## src/rtl/bplan_pkg.sv

```systemverilog
package bplan_pkg;

    localparam int BEAT_W = 5;

    typedef enum logic [2:0] {
        HB_SINGLE = 3'b000,
        HB_INCR   = 3'b001,
        HB_INCR4  = 3'b011,
        HB_INCR8  = 3'b101,
        HB_INCR16 = 3'b111
    } hburst_e;

    typedef enum logic [1:0] {
        BL_ONE     = 2'd0,
        BL_FOUR    = 2'd1,
        BL_EIGHT   = 2'd2,
        BL_SIXTEEN = 2'd3
    } blen_e;

    typedef enum logic [1:0] {
        ST_IDLE = 2'd0,
        ST_PLAN = 2'd1,
        ST_REQ  = 2'd2
    } state_e;

    typedef struct packed {
        blen_e blen;
        logic  fixed_only;
        logic  port;
    } cfg_t;

    typedef struct packed {
        hburst_e            burst;
        logic [BEAT_W-1:0]  beats;
    } pick_t;

    // Start threshold in words for a burst setting.
    function automatic logic [BEAT_W-1:0] blen_words(blen_e b);
        case (b)
            BL_ONE:     return BEAT_W'(1);
            BL_FOUR:    return BEAT_W'(4);
            BL_EIGHT:   return BEAT_W'(8);
            default:    return BEAT_W'(16);
        endcase
    endfunction

    // Beat count implied by a defined-length code; 0 for INCR.
    function automatic logic [BEAT_W-1:0] code_beats(hburst_e h);
        case (h)
            HB_SINGLE: return BEAT_W'(1);
            HB_INCR4:  return BEAT_W'(4);
            HB_INCR8:  return BEAT_W'(8);
            HB_INCR16: return BEAT_W'(16);
            default:   return BEAT_W'(0);
        endcase
    endfunction

endpackage

```

## src/rtl/bp_cfg_latch.sv

```systemverilog
module bp_cfg_latch
    import bplan_pkg::*;
(
    input  logic clk,
    input  logic rst,
    input  logic load,
    input  cfg_t cfg_in,
    output cfg_t cfg_q
);

    always_ff @(posedge clk) begin
        if (rst) begin
            cfg_q <= '{blen: BL_ONE, fixed_only: 1'b0, port: 1'b0};
        end else if (load) begin
            cfg_q <= cfg_in;
        end
    end

endmodule

```

## src/rtl/bp_start_gate.sv

```systemverilog
module bp_start_gate
    import bplan_pkg::*;
#(
    parameter int LEN_W  = 16,
    parameter int FREE_W = 6
) (
    input  logic [LEN_W-1:0]  rem_words,
    input  logic [FREE_W-1:0] free_words,
    input  blen_e             blen,
    output logic              go
);

    localparam int CMP_W = (LEN_W > FREE_W ? LEN_W : FREE_W) + 1;

    logic [CMP_W-1:0] thr_x;
    logic [CMP_W-1:0] rem_x;
    logic [CMP_W-1:0] free_x;
    logic [CMP_W-1:0] need_x;

    always_comb begin
        thr_x  = CMP_W'(blen_words(blen));
        rem_x  = CMP_W'(rem_words);
        free_x = CMP_W'(free_words);
        // A short tail lowers the bar to what is left.
        need_x = (rem_x < thr_x) ? rem_x : thr_x;
        go     = (need_x != '0) && (free_x >= need_x);
    end

endmodule

```

## src/rtl/bp_size_select.sv

```systemverilog
module bp_size_select
    import bplan_pkg::*;
#(
    parameter int LEN_W     = 16,
    parameter int FREE_W    = 6,
    parameter int BND_BYTES = 1024
) (
    input  logic [$clog2(BND_BYTES)-1:0] addr_off,
    input  logic [LEN_W-1:0]             rem_words,
    input  logic [FREE_W-1:0]            free_words,
    input  cfg_t                         cfg,
    output pick_t                        pick
);

    localparam int BND_W = $clog2(BND_BYTES);
    localparam int CMP_W = 32;

    logic [CMP_W-1:0] rem_x;
    logic [CMP_W-1:0] free_x;
    logic [CMP_W-1:0] bnd_x;
    logic [CMP_W-1:0] avail;
    logic [CMP_W-1:0] tmp;

    // Per-size permission derived from the burst setting.
    logic allow16;
    logic allow8;
    logic allow4;

    always_comb begin
        rem_x  = CMP_W'(rem_words);
        free_x = CMP_W'(free_words);
        bnd_x  = (CMP_W'(BND_BYTES) - CMP_W'(addr_off)) >> 2;
        tmp    = (rem_x < free_x) ? rem_x : free_x;
        avail  = (tmp < bnd_x) ? tmp : bnd_x;
    end

    always_comb begin
        allow16 = (cfg.blen == BL_SIXTEEN);
        allow8  = (cfg.blen == BL_EIGHT) || allow16;
        allow4  = (cfg.blen == BL_FOUR) || allow8;
    end

    always_comb begin
        if (allow16 && avail >= CMP_W'(16)) begin
            pick = '{burst: HB_INCR16, beats: BEAT_W'(16)};
        end else if (allow8 && avail >= CMP_W'(8)) begin
            pick = '{burst: HB_INCR8, beats: BEAT_W'(8)};
        end else if (allow4 && avail >= CMP_W'(4)) begin
            pick = '{burst: HB_INCR4, beats: BEAT_W'(4)};
        end else if (!cfg.fixed_only && avail >= CMP_W'(2)) begin
            pick = '{burst: HB_INCR,
                     beats: (avail >= CMP_W'(3)) ? BEAT_W'(3) : BEAT_W'(2)};
        end else begin
            pick = '{burst: HB_SINGLE, beats: BEAT_W'(1)};
        end
    end

    if (BND_W < 4) begin : g_bnd_chk
        initial $error("boundary must hold at least one INCR4");
    end

endmodule

```

## src/rtl/ahb_burst_planner.sv

```systemverilog
module ahb_burst_planner
    import bplan_pkg::*;
#(
    parameter int ADDR_W    = 32,
    parameter int LEN_W     = 16,
    parameter int FREE_W    = 6,
    parameter int BND_BYTES = 1024
) (
    input  logic              clk,
    input  logic              rst,
    input  logic              start,
    input  logic [ADDR_W-1:0] start_addr,
    input  logic [LEN_W-1:0]  start_words,
    input  logic [1:0]        cfg_blen,
    input  logic              cfg_fixed_only,
    input  logic              cfg_port,
    input  logic [FREE_W-1:0] fifo_free,
    output logic              req_valid,
    output logic [2:0]        req_burst,
    output logic [4:0]        req_beats,
    output logic [ADDR_W-1:0] req_addr,
    output logic              req_port,
    input  logic              req_ack,
    output logic              busy
);

    localparam int BND_W = $clog2(BND_BYTES);

    state_e            state;
    logic [ADDR_W-1:0] cur_addr;
    logic [LEN_W-1:0]  rem_words;
    cfg_t              cfg_q;
    cfg_t              cfg_in;
    pick_t             pick;
    pick_t             held;
    logic              go;
    logic              accept;

    assign accept = (state == ST_IDLE) && start && (start_words != '0);

    always_comb begin
        cfg_in.blen       = blen_e'(cfg_blen);
        cfg_in.fixed_only = cfg_fixed_only;
        cfg_in.port       = cfg_port;
    end

    bp_cfg_latch u_cfg (
        .clk    (clk),
        .rst    (rst),
        .load   (accept),
        .cfg_in (cfg_in),
        .cfg_q  (cfg_q)
    );

    bp_start_gate #(
        .LEN_W  (LEN_W),
        .FREE_W (FREE_W)
    ) u_gate (
        .rem_words  (rem_words),
        .free_words (fifo_free),
        .blen       (cfg_q.blen),
        .go         (go)
    );

    bp_size_select #(
        .LEN_W     (LEN_W),
        .FREE_W    (FREE_W),
        .BND_BYTES (BND_BYTES)
    ) u_size (
        .addr_off   (cur_addr[BND_W-1:0]),
        .rem_words  (rem_words),
        .free_words (fifo_free),
        .cfg        (cfg_q),
        .pick       (pick)
    );

    always_ff @(posedge clk) begin
        if (rst) begin
            state     <= ST_IDLE;
            cur_addr  <= '0;
            rem_words <= '0;
            held      <= '{burst: HB_SINGLE, beats: '0};
        end else begin
            case (state)
                ST_IDLE: begin
                    if (accept) begin
                        cur_addr  <= start_addr;
                        rem_words <= start_words;
                        state     <= ST_PLAN;
                    end
                end
                ST_PLAN: begin
                    if (go) begin
                        held  <= pick;
                        state <= ST_REQ;
                    end
                end
                ST_REQ: begin
                    if (req_ack) begin
                        cur_addr  <= cur_addr + (ADDR_W'(held.beats) << 2);
                        rem_words <= rem_words - LEN_W'(held.beats);
                        state     <= (rem_words == LEN_W'(held.beats)) ? ST_IDLE : ST_PLAN;
                    end
                end
                default: state <= ST_IDLE;
            endcase
        end
    end

    assign req_valid = (state == ST_REQ);
    assign req_burst = held.burst;
    assign req_beats = held.beats;
    assign req_addr  = cur_addr;
    assign req_port  = cfg_q.port;
    assign busy      = (state != ST_IDLE);

    AST_HOLD_STABLE: assert property (@(posedge clk) disable iff (rst)
        (req_valid && !req_ack) |=> (req_valid && $stable(req_burst) && $stable(req_beats) && $stable(req_addr)));

    AST_ADDR_STEP: assert property (@(posedge clk) disable iff (rst)
        (req_valid && req_ack) |=> (req_addr == $past(req_addr) + (ADDR_W'($past(req_beats)) << 2)));

    AST_NO_INCR_FIXED: assert property (@(posedge clk) disable iff (rst)
        (req_valid && cfg_q.fixed_only) |-> (req_burst != HB_INCR));

    AST_NO_CROSS: assert property (@(posedge clk) disable iff (rst)
        req_valid |-> ((32'(req_addr[BND_W-1:0]) + 32'(req_beats) * 4) <= 32'(BND_BYTES)));

    AST_MAX_SIZE: assert property (@(posedge clk) disable iff (rst)
        (req_valid && req_burst == HB_INCR16) |-> (cfg_q.blen == BL_SIXTEEN));

    AST_CODE_BEATS: assert property (@(posedge clk) disable iff (rst)
        (req_valid && req_burst != HB_INCR) |-> (req_beats == code_beats(hburst_e'(req_burst))));

    AST_INCR_LEN: assert property (@(posedge clk) disable iff (rst)
        (req_valid && req_burst == HB_INCR) |-> (req_beats == 5'd2 || req_beats == 5'd3));

    AST_FIT_FREE: assert property (@(posedge clk) disable iff (rst)
        $rose(req_valid) |-> (32'(req_beats) <= 32'($past(fifo_free))));

endmodule

```

## config.mk

```make
export PLATFORM = sky130hd
export DESIGN_NAME = ahb_burst_planner
export DESIGN_NICKNAME = d
export VERILOG_FILES = /design/src/rtl/bplan_pkg.sv /design/src/rtl/bp_cfg_latch.sv /design/src/rtl/bp_start_gate.sv /design/src/rtl/bp_size_select.sv /design/src/rtl/ahb_burst_planner.sv
export SDC_FILE = /design/constraint.sdc
export NUM_CORES = 1
export LEC_CHECK = 0
export ABC_AREA = 1
export BUFFER_PORTS_ARGS = -buffer_cell sky130_fd_sc_hd__buf_2
export CORE_UTILIZATION = 50
export DETAILED_ROUTE_END_ITERATION = 8
export PLACE_DENSITY = 0.76
export SLEW_MARGIN = 25
export SYNTH_ARGS = -nofsm -noshare
export SYNTH_HDL_FRONTEND = slang
export SYNTH_SLANG_ARGS = --single-unit
```

## constraint.sdc

```tcl
create_clock -name clk -period 3.1 [get_ports clk]
set_clock_uncertainty 0.05 [all_clocks]
set_input_delay 0.62 -clock clk [delete_from_list [all_inputs] [get_ports clk]]
set_output_delay 0.62 -clock clk [all_outputs]
set_load 0.03 [all_outputs]
```

-- Word level (Yosys, flattened, before mapping)
Index checks and enable logic that the tools add are counted.
- add/sub/neg operators: 3
- order comparisons: 9
- equality and inequality tests: 9
- multiplexer cells: 20
- reduce and logical (&&, ||, !) cells: 19
- operator list (operator ; number):
    $mux 32 ; 3
    $ge 32x2->1 const B ; 2
    $mux 16 ; 4
    $pmux 32 s2 ; 1
    $add 32x7->32 ; 1
    $ge 32x3->1 const B ; 1
    $ge 32x4->1 const B ; 1
    $ge 32x5->1 const B ; 1
    $lt 32x30->1 ; 1
    $pmux 16 s2 ; 1
    $mux 8 ; 3
    $ge 6x17->1 ; 1
    $reduce_bool 17->1 ; 1
    $eq 16x5->1 ; 1
    $lt 16x5->1 ; 1
    $lt 16x6->1 ; 1
    $reduce_bool 16->1 ; 1
    $sub 16x5->16 ; 1
    $pmux 5 s3 ; 1
    $sub 11x10->12 const A ; 1
    $logic_and 1x1->1 ; 7
    $eq 2x2->1 const B ; 3
    $mux 2 ; 3
    $mux 6 ; 1
    11 further kinds ; 18
- flip-flop bits (word level): 62
- bits of input ports: 62
- output and inout bits: 43
- logic and storage cells: 68

-- Depth between registers and ports, before layout
Gate-level depths: netlist (run 1).
- depth in word-level cells: 10
- depth in mapped cells: 31
- mapped depth without buffers: 30

-- Modules after synthesis
A second synthesis (run 1) with hierarchy kept.
- cells, all modules: 966
- area, all modules: 5677.9 µm²
- modules (own cells, without submodules) (module ; instances ; cells an instance ; area an instance (µm²) ; sequential area each (µm²)):
    ahb_burst_planner ; 1 ; 708 ; 4230.3 ; 1161.1
    bp_size_select ; 1 ; 158 ; 844.6 ; 0.0
    bp_start_gate ; 1 ; 74 ; 430.4 ; 0.0
    bp_cfg_latch ; 1 ; 26 ; 172.7 ; 80.1

-- Worst setup path after synthesis (run 1)
Ideal clock, no wire load.
- kind: input to register
- start point: input fifo_free[5]
- end point: register held (netlist bit req_beats[1])
- setup time: 0.068 ns
- arrival time: 3.110 ns
- data required time: 2.982 ns
- setup slack: -0.128 ns
- stages on the path: 20
- path buffers: 1
- path through: inv_1 ha_1 a21oi_1 nand2_1 nor2_4 nand2_2 buf_6 a21oi_1 ha_1 a21oi_1 nor2_1 a211oi_1 nand2_2 nand2_4 nand3_1 nand2_2 nand3_4 a21oi_4 nand3_1 a21oi_2
- word-level cells in the longest chain between the ends: 10
- elaborated cells on any way between the ends: 19
- those cells by class: order compare (7); mux (6); reduce/logical (6)
- ends and longest elaborated chain (element ; line ; text):
    from (decl) ; ahb_burst_planner.sv:17 ; input logic [FREE_W-1:0] fifo_free,
    $lt 16x6->1 ; bp_size_select.sv:33 ; tmp = (rem_x < free_x) ? rem_x : free_x;
    $mux 16 ; bp_size_select.sv:33 ;
    $lt 32x30->1 ; bp_size_select.sv:34 ; avail = (tmp < bnd_x) ? tmp : bnd_x;
    $mux 32 ; bp_size_select.sv:34 ;
    $ge 32x2->1 ; bp_size_select.sv:50 ; end else if (!cfg.fixed_only && avail >= CMP_W'(2)) begin
    $logic_and 1x1->1 ; bp_size_select.sv:50 ;
    $mux 6 ; bp_size_select.sv:50 ;
    $mux 8 ; bp_size_select.sv:48 ; end else if (allow4 && avail >= CMP_W'(4)) begin
    $mux 8 ; bp_size_select.sv:46 ; end else if (allow8 && avail >= CMP_W'(8)) begin
    $mux 8 ; bp_size_select.sv:44 ; if (allow16 && avail >= CMP_W'(16)) begin
    to (signal assigned) ; ahb_burst_planner.sv:82 ; held <= '{burst: HB_SINGLE, beats: '0};
    to (signal assigned) ; ahb_burst_planner.sv:94 ; held <= pick;
    to (decl) ; ahb_burst_planner.sv:35 ; pick_t held;
Several ways; a longest one is shown, not always the timed one.
A chain may end at the register's enable or synchronous reset.

-- Worst setup path in the final report (run 1)
- start point: register cur_addr[1] (netlist: req_addr[1])
- end point: register held (netlist bit req_beats[0])
- word-level cells in the longest chain between the ends: 9
- elaborated cells on any way between the ends: 17
- those cells by class: add/sub (1); order compare (6); mux (6); reduce/logical (4)
- ends and longest elaborated chain (element ; line ; text):
    from (decl) ; ahb_burst_planner.sv:30 ; logic [ADDR_W-1:0] cur_addr;
    from (signal assigned) ; ahb_burst_planner.sv:87 ; cur_addr <= start_addr;
    from (signal assigned) ; ahb_burst_planner.sv:100 ; cur_addr <= cur_addr + (ADDR_W'(held.beats) << 2);
    $sub 11x10->12 (*) ; bp_size_select.sv:32 ; bnd_x = (CMP_W'(BND_BYTES) - CMP_W'(addr_off)) >> 2;
    $lt 32x30->1 ; bp_size_select.sv:34 ;
    $mux 32 (*) ; bp_size_select.sv:34 ;
    $ge 32x2->1, on equally long branches ; bp_size_select.sv:52, bp_size_select.sv:50 ;
    $mux 1 / $logic_and 1x1->1 (equally long branches) ; bp_size_select.sv:52, bp_size_select.sv:50 ;
    $mux 6 ; bp_size_select.sv:50 ;
    $mux 8 ; bp_size_select.sv:48 ;
    $mux 8 ; bp_size_select.sv:46 ;
    $mux 8 (*) ; bp_size_select.sv:44 ;
Mark *: on every way between the ends. The rest lies on a longest branch, timed or not.

==> out/results.tsv, run 1 <==
metric	value	unit
antenna violations before repair	0	
Pwr per Cell Area	843.5	mW/mm²
GRT Total Usage	30.28	%
H-tree lvl count	3	
Tcrit/Tclk final	107.2	%
Hold Fails Final Rpt	0	
Die Span Y	99.96	µm
Vias/cell	5.450	
layout cells sized above 1	31.17	%
n_diodes	0	
fin crit period	3.322	ns
RSZ-0062 raised after global routing	yes	
clock buffer depth	2	
max-cap viol count	0	
Worst path top cell family by delay	simple AND/OR/NAND/NOR gates	
crit path launch	req_addr[1]	
top cells by area, synth	dfxtp_1, nand2_1, nor2_1	
pre-CTS setup slack	-0.3515	ns
Seq/Total Area, Yosys	25.87	%
RR Startpoint	req_addr[1]	
Mean Syn Cell Area	6.432	µm²
final WL	15350	µm
Synth top area share	25.87	%
clk_lat worst skew	0.36	ns
FF/Latch Area	0.001249	mm²
clk sinks	62	
outcome	complete, but fails checks	
f_max	301.0	MHz
Worst EP required	3.31	ns
gr ovfl total	0	
cell row count	35	
fill count	803	
Initial Util	51.68	%
CP Launch Type	flip-flop	
critical path peak fanout	6	
via count of the routed design	5668	
largest net degree at the start of global routing	54	
number of enable-type register cells in the synthesized netlist	0	
DR iter-0 viols	323	
# IOs	105	
WL per Instance	14.76	µm
Buf/Inv on CP	6	
port buffer count	104	
Worst Tran Pin Value	0.5983	ns
CTS root buf	clkbuf_8	
clk slew on worst S/H paths	0.08	ns
final setup fails	8	
cells after synthesis	746	
placeable core area	0.009284	mm²
count leader, synth	nand2_1	
number of synthesized register bits	62	
vias in the first global route	5240	
Slew Viols, Final	0	
Die W	99.96	µm
worst setup margin	-0.2220	ns
Tot Pwr	5504	µW
Placer Congestion	0.9538	
post-route ant nets	0	
synth unique cells	45	
failing checks	setup timing	
dominant cell type by area after synthesis	dfxtp_1	
top_reg_cell synth	dfxtp_1	
Max stage delay on crit path	0.33	ns
Leak Pwr	0.003057	µW
worst hold slack	0.4339	ns
CTS buffer count	9	
# nets final	1001	
Worst Setup Path Type	flip-flop to flip-flop	
synthesized area	0.004798	mm²
crit path DAT	3.53	ns
global-route wire length before repair	23850	µm
Synth warnings	0	
CTS tree	yes	
die outline area	0.009992	mm²
multi-input logic area	0.003483	mm²
hold crit path type	flip-flop to flip-flop	
Rel. slew slack	59.75	%
CP endpoint kind	flip-flop	
maximum vdd drop	0.3762	mV
Post-route DRC	0	
FFs w/ async S/R, synth	0	%
area grow syn2layout	35.98	%
DRT Pass-1 Iters	5	
most common library cells after synthesis	nand2_1, nor2_1, inv_1	
dpl hpwl	11100	µm
Hold Startpoint	u_cfg.cfg_q[0]	
CP max-delay cell	dfxtp_2	
layout by cell type, fill, tap and decap left out, types with 10 or more instances in the layout:
master / count
buf_2: 104
buf_4: 64
nand2_4: 11
nand4_1: 10
inv_1: 77
a21oi_1: 62
nand3_1: 22
nor2_1: 102
nand2_2: 10
o21ai_0: 48
dfxtp_1: 56
nand2_1: 141
ha_1: 25
xor2_1: 14
repair_timing:
item,in CTS,in global routing
hold buffers,0,0
setup endpoints to repair,11,20
pin swaps,8,24
gates resized for setup,14,55
buffers inserted,3,7
report_power, final:
group | internal, µW | switching (µW) | total, µW
logic | 1340 | 2090 | 3430
clock network | 455 | 377 | 832
registers | 996 | 245 | 1240
final timing paths:
kind	end	depth (start not counted)	slack, ns
worst max-delay path	req_beats[0]	27	-0.22
worst min-delay path	u_cfg.cfg_q[0]	2	0.43
worst max register to register	req_beats[0]	27	-0.22
worst min register to register	u_cfg.cfg_q[0]	2	0.43
registers in the layout, indices dropped and copies added, names as in the netlist:
name and count:
req_addr 32, rem_words 16, req_beats 5, u_cfg.cfg_q 4
req_burst 3, state 2
area by class of cell:
type / count / share of cell area [%]
Clock buffer: 9 / 1.898
Clock inverter: 7 / 1.515
Inverter: 87 / 5.081
Multi-Input combinational cell: 572 / 53.38
Sequential cell: 62 / 19.14
Tap cell: 129 / 2.474
Timing Repair Buffer: 174 / 16.51
worst reg2reg max path, stage by stage (launching register included):
cell	delay, ns
dfxtp_2	0.33
nor2_2	0.11
buf_6	0.12
nand2_4	0.05
nor2_2	0.07
inv_1	0.05
nor2_1	0.09
inv_1	0.06
nor2_1	0.09
inv_1	0.07
nor2_2	0.14
buf_4	0.15
xor2_4	0.17
ha_4	0.22
a21oi_2	0.13
nor2_2	0.05
a211oi_2	0.22
nand2_2	0.09
nand2_4	0.15
nand2_8	0.09
nand2_4	0.09
nand2_4	0.07
nand4_1	0.15
nand2_1	0.11
nand2_1	0.10
nand3_1	0.08
nand2_1	0.08
inv_1	0.05
kinds of logic (layout without fill, tap and decap cells):
family	count (synthesis)	count (layout)	share of synthesized area, %
fa+ha+maj	33	33	8.918
flops	62	62	25.87
simple gates	344	344	31.86
buf+inv	114	277	9.100
other cells	2	4	0.1565
xor+xnor	21	21	3.833
compound gates	170	170	20.26
layer usage:
| layer | global-route usage (%) | wire length [µm] |
|---|---|---|
| met5 | 0 | 0 |
| met4 | 11.20 | 478 |
| met3 | 6.128 | 1072 |
| met2 | 52.20 | 7400 |
| met1 | 37.25 | 6401 |
metrics by stage:
stage	setup TNS, ns	utilization (%)	cell area [µm²]	std cells
3_5_place_dp	-2.150	63.79	5922	1014
3_3_place_gp	-1.184	63.79	5922	1014
5_1_grt	-3.223	70.28	6525	1040
2_1_floorplan	0	-	4880	748
4_1_cts	-0.05766	67.01	6221	1033
6_report	-0.9085	70.28	6525	1040
No activity file was read; power rests on OpenSTA's default activity.
==> run 2: changes to the inputs <==
Settings changed: REMOVE_ABC_BUFFERS set to 1.
==> out/results.tsv, run 2 (synthesized netlist as in run 1, its figures left out) <==
metric	value	unit
Worst EP required	3.26	ns
final WL	15160	µm
antenna violations before repair	0	
largest net degree at the start of global routing	49	
sw frac	48.33	%
Die W	99.96	µm
clock buffer depth	2	
GRT Total Usage	30.06	%
Leak Pwr	0.003104	µW
FF/Latch Area	0.001256	mm²
Initial Util	51.68	%
final setup fails	6	
most frequent cells in the layout	nand2_1, buf_2, nor2_1	
WL per Instance	14.37	µm
Worst path top cell family by delay	simple AND/OR/NAND/NOR gates	
setup slack, reg-to-reg	-0.13	ns
layout cells sized above 1	32.94	%
Worst Setup Path Type	flip-flop to flip-flop	
DR iter-0 viols	318	
failing checks	setup timing	
CP max-delay cell	dfxtp_2	
commonest non-fill, non-tap cell in the layout	nand2_1	
via count of the routed design	5619	
maximum vdd drop	0.4298	mV
Sw Pwr	2686	µW
CP endpoint kind	flip-flop	
cell row count	35	
crit path launch	req_addr[1]	
gr ovfl total	0	
Critical Path, Cell by Cell	nor2_4 -> nand2_4 -> nor2_4 -> inv_2 -> nor2_2 -> inv_1 -> nor2_1 -> inv_1 -> nor2_2 -> buf_4 -> xor2_1 -> ha_1 -> a21oi_2 -> nor2_4 -> a211oi_2 -> nand2_2 -> nand2_4 -> nand3_2 -> nand2_4 -> nand4_1 -> buf_4 -> nand3_1 -> a21oi_2	
clk sinks	62	
Die Span Y	99.96	µm
RSZ-0062 raised after global routing	yes	
CTS root buf	clkbuf_8	
Max stage delay on crit path	0.34	ns
Pint	2872	µW
# placed instances	1026	
DRT Pass-1 Iters	5	
number of flip-flops under the largest register name	32	
f_max	309.7	MHz
CTS tree	yes	
sequential share of power	22.2	%
Tot Pwr	5558	µW
# IOs	105	
Tcrit/Tclk final	104.1	%
outcome	complete, but fails checks	
crit path DAT	3.38	ns
clock power share	14.7	%
hold crit path type	flip-flop to flip-flop	
pre-CTS setup slack	-0.4596	ns
RR Startpoint	req_addr[1]	
port buffer count	104	
clk slew on worst S/H paths	0.07	ns
vias in the first global route	5356	
n_diodes	0	
area grow syn2layout	37.16	%
# nets final	1016	
global-route wire length before repair	24060	µm
Post-route DRC	0	
Worst Tran Pin Value	0.6485	ns
fin crit period	3.229	ns
Slew Viols, Final	0	
Vias/cell	5.326	
Hold Fails Final Rpt	0	
Buf/Inv on CP	5	
post-route ant nets	0	
Non-Filler Instances	1055	
H-tree lvl count	3	
CTS buffer count	9	
clk_lat worst skew	0.35	ns
die outline area	0.009992	mm²
worst setup margin	-0.1285	ns
placeable core area	0.009284	mm²
multi-input logic area	0.003430	mm²
Hold-fix buffers, CTS	0	
Rel. slew slack	56.72	%
fin util	70.89	%
dpl hpwl	10920	µm
fill count	809	
Hold Startpoint	rem_words[6]	
CP Launch Type	flip-flop	
Placer Congestion	0.8973	
Logic pwr share	63.1	%
Pwr per Cell Area	844.5	mW/mm²
critical path peak fanout	6	
max-cap viol count	0	
-- run 2: cell types whose count changed in the layout (fill, tap and decap cells not counted), moves of 2 or more --
cell | before | now
buf_4 | 64 | 78
dfxtp_1 | 56 | 52
o21ai_1 | 9 | 11
nand2_2 | 10 | 18
nor2_4 | 7 | 10
nor2_1 | 102 | 100
clkinv_4 | 3 | 0
ha_4 | 6 | 3
dfxtp_2 | 6 | 9
ha_1 | 25 | 27
nand2_1 | 141 | 136
-- run 2: per-stage QoR --
| step | instance area [µm²] | TNS (ns) | hold WS, ns |
|---|---|---|---|
| after floorplan | 4696 | -135.49 | 0.3978 |
| after global placement | 5938 | -2.129 | 0.4155 |
| after detailed placement | 5938 | -3.407 | 0.4211 |
| after CTS | 6286 | -0.002158 | 0.4317 |
| after global routing | 6581 | -2.418 | 0.4637 |
| final | 6581 | -0.3837 | 0.4324 |
-- run 2: metal layers --
metal / track usage [%] / routed length (µm) / vias to the layer above
met1: 38.07 / 6612 / 2592
li1: - / - / 2810
met5: 0 / 0 / -
met4: 11.09 / 246 / 0
met3: 4.248 / 820 / 23
met2: 51.88 / 7478 / 194
-- run 2: power by group through the flow --
stage               clock [µW]  sequential [µW]  combinational [µW]
floorplan                    0             1430                1740
finish                     817             1240                3510
global placement             0             1210                2930
detailed placement           0             1220                3010
CTS                        820             1210                3170
global route               863             1260                3870
-- run 2: worst paths after layout --
path	to	cells past startpoint
worst max-delay path	req_beats[1]	23
worst min-delay path	rem_words[6]	2
worst max register to register	req_beats[1]	23
worst min register to register	rem_words[6]	2
-- run 2: worst min-delay path: cells and delay by family (launching register included) --
family                 cells  cell delay, ns
flip-flops                 1            0.34
buffers and inverters      1            0.06
AO/OA/AOI/OAI              1            0.05
-- run 2: cell type report --
type	instances	share of cell area, %
tap	129	2.452
multi-input combinational	573	52.11
clock buffer	10	2.091
timing repair buffer	188	17.97
clock inverter	6	1.293
inverter	87	5.000
sequential	62	19.09
-- run 2: what timing repair did --
item,in CTS,in global routing
resized for setup,32,59
setup buffers,3,10
setup endpoints to repair,10,19
pin swaps,7,23
gates cloned,0,1
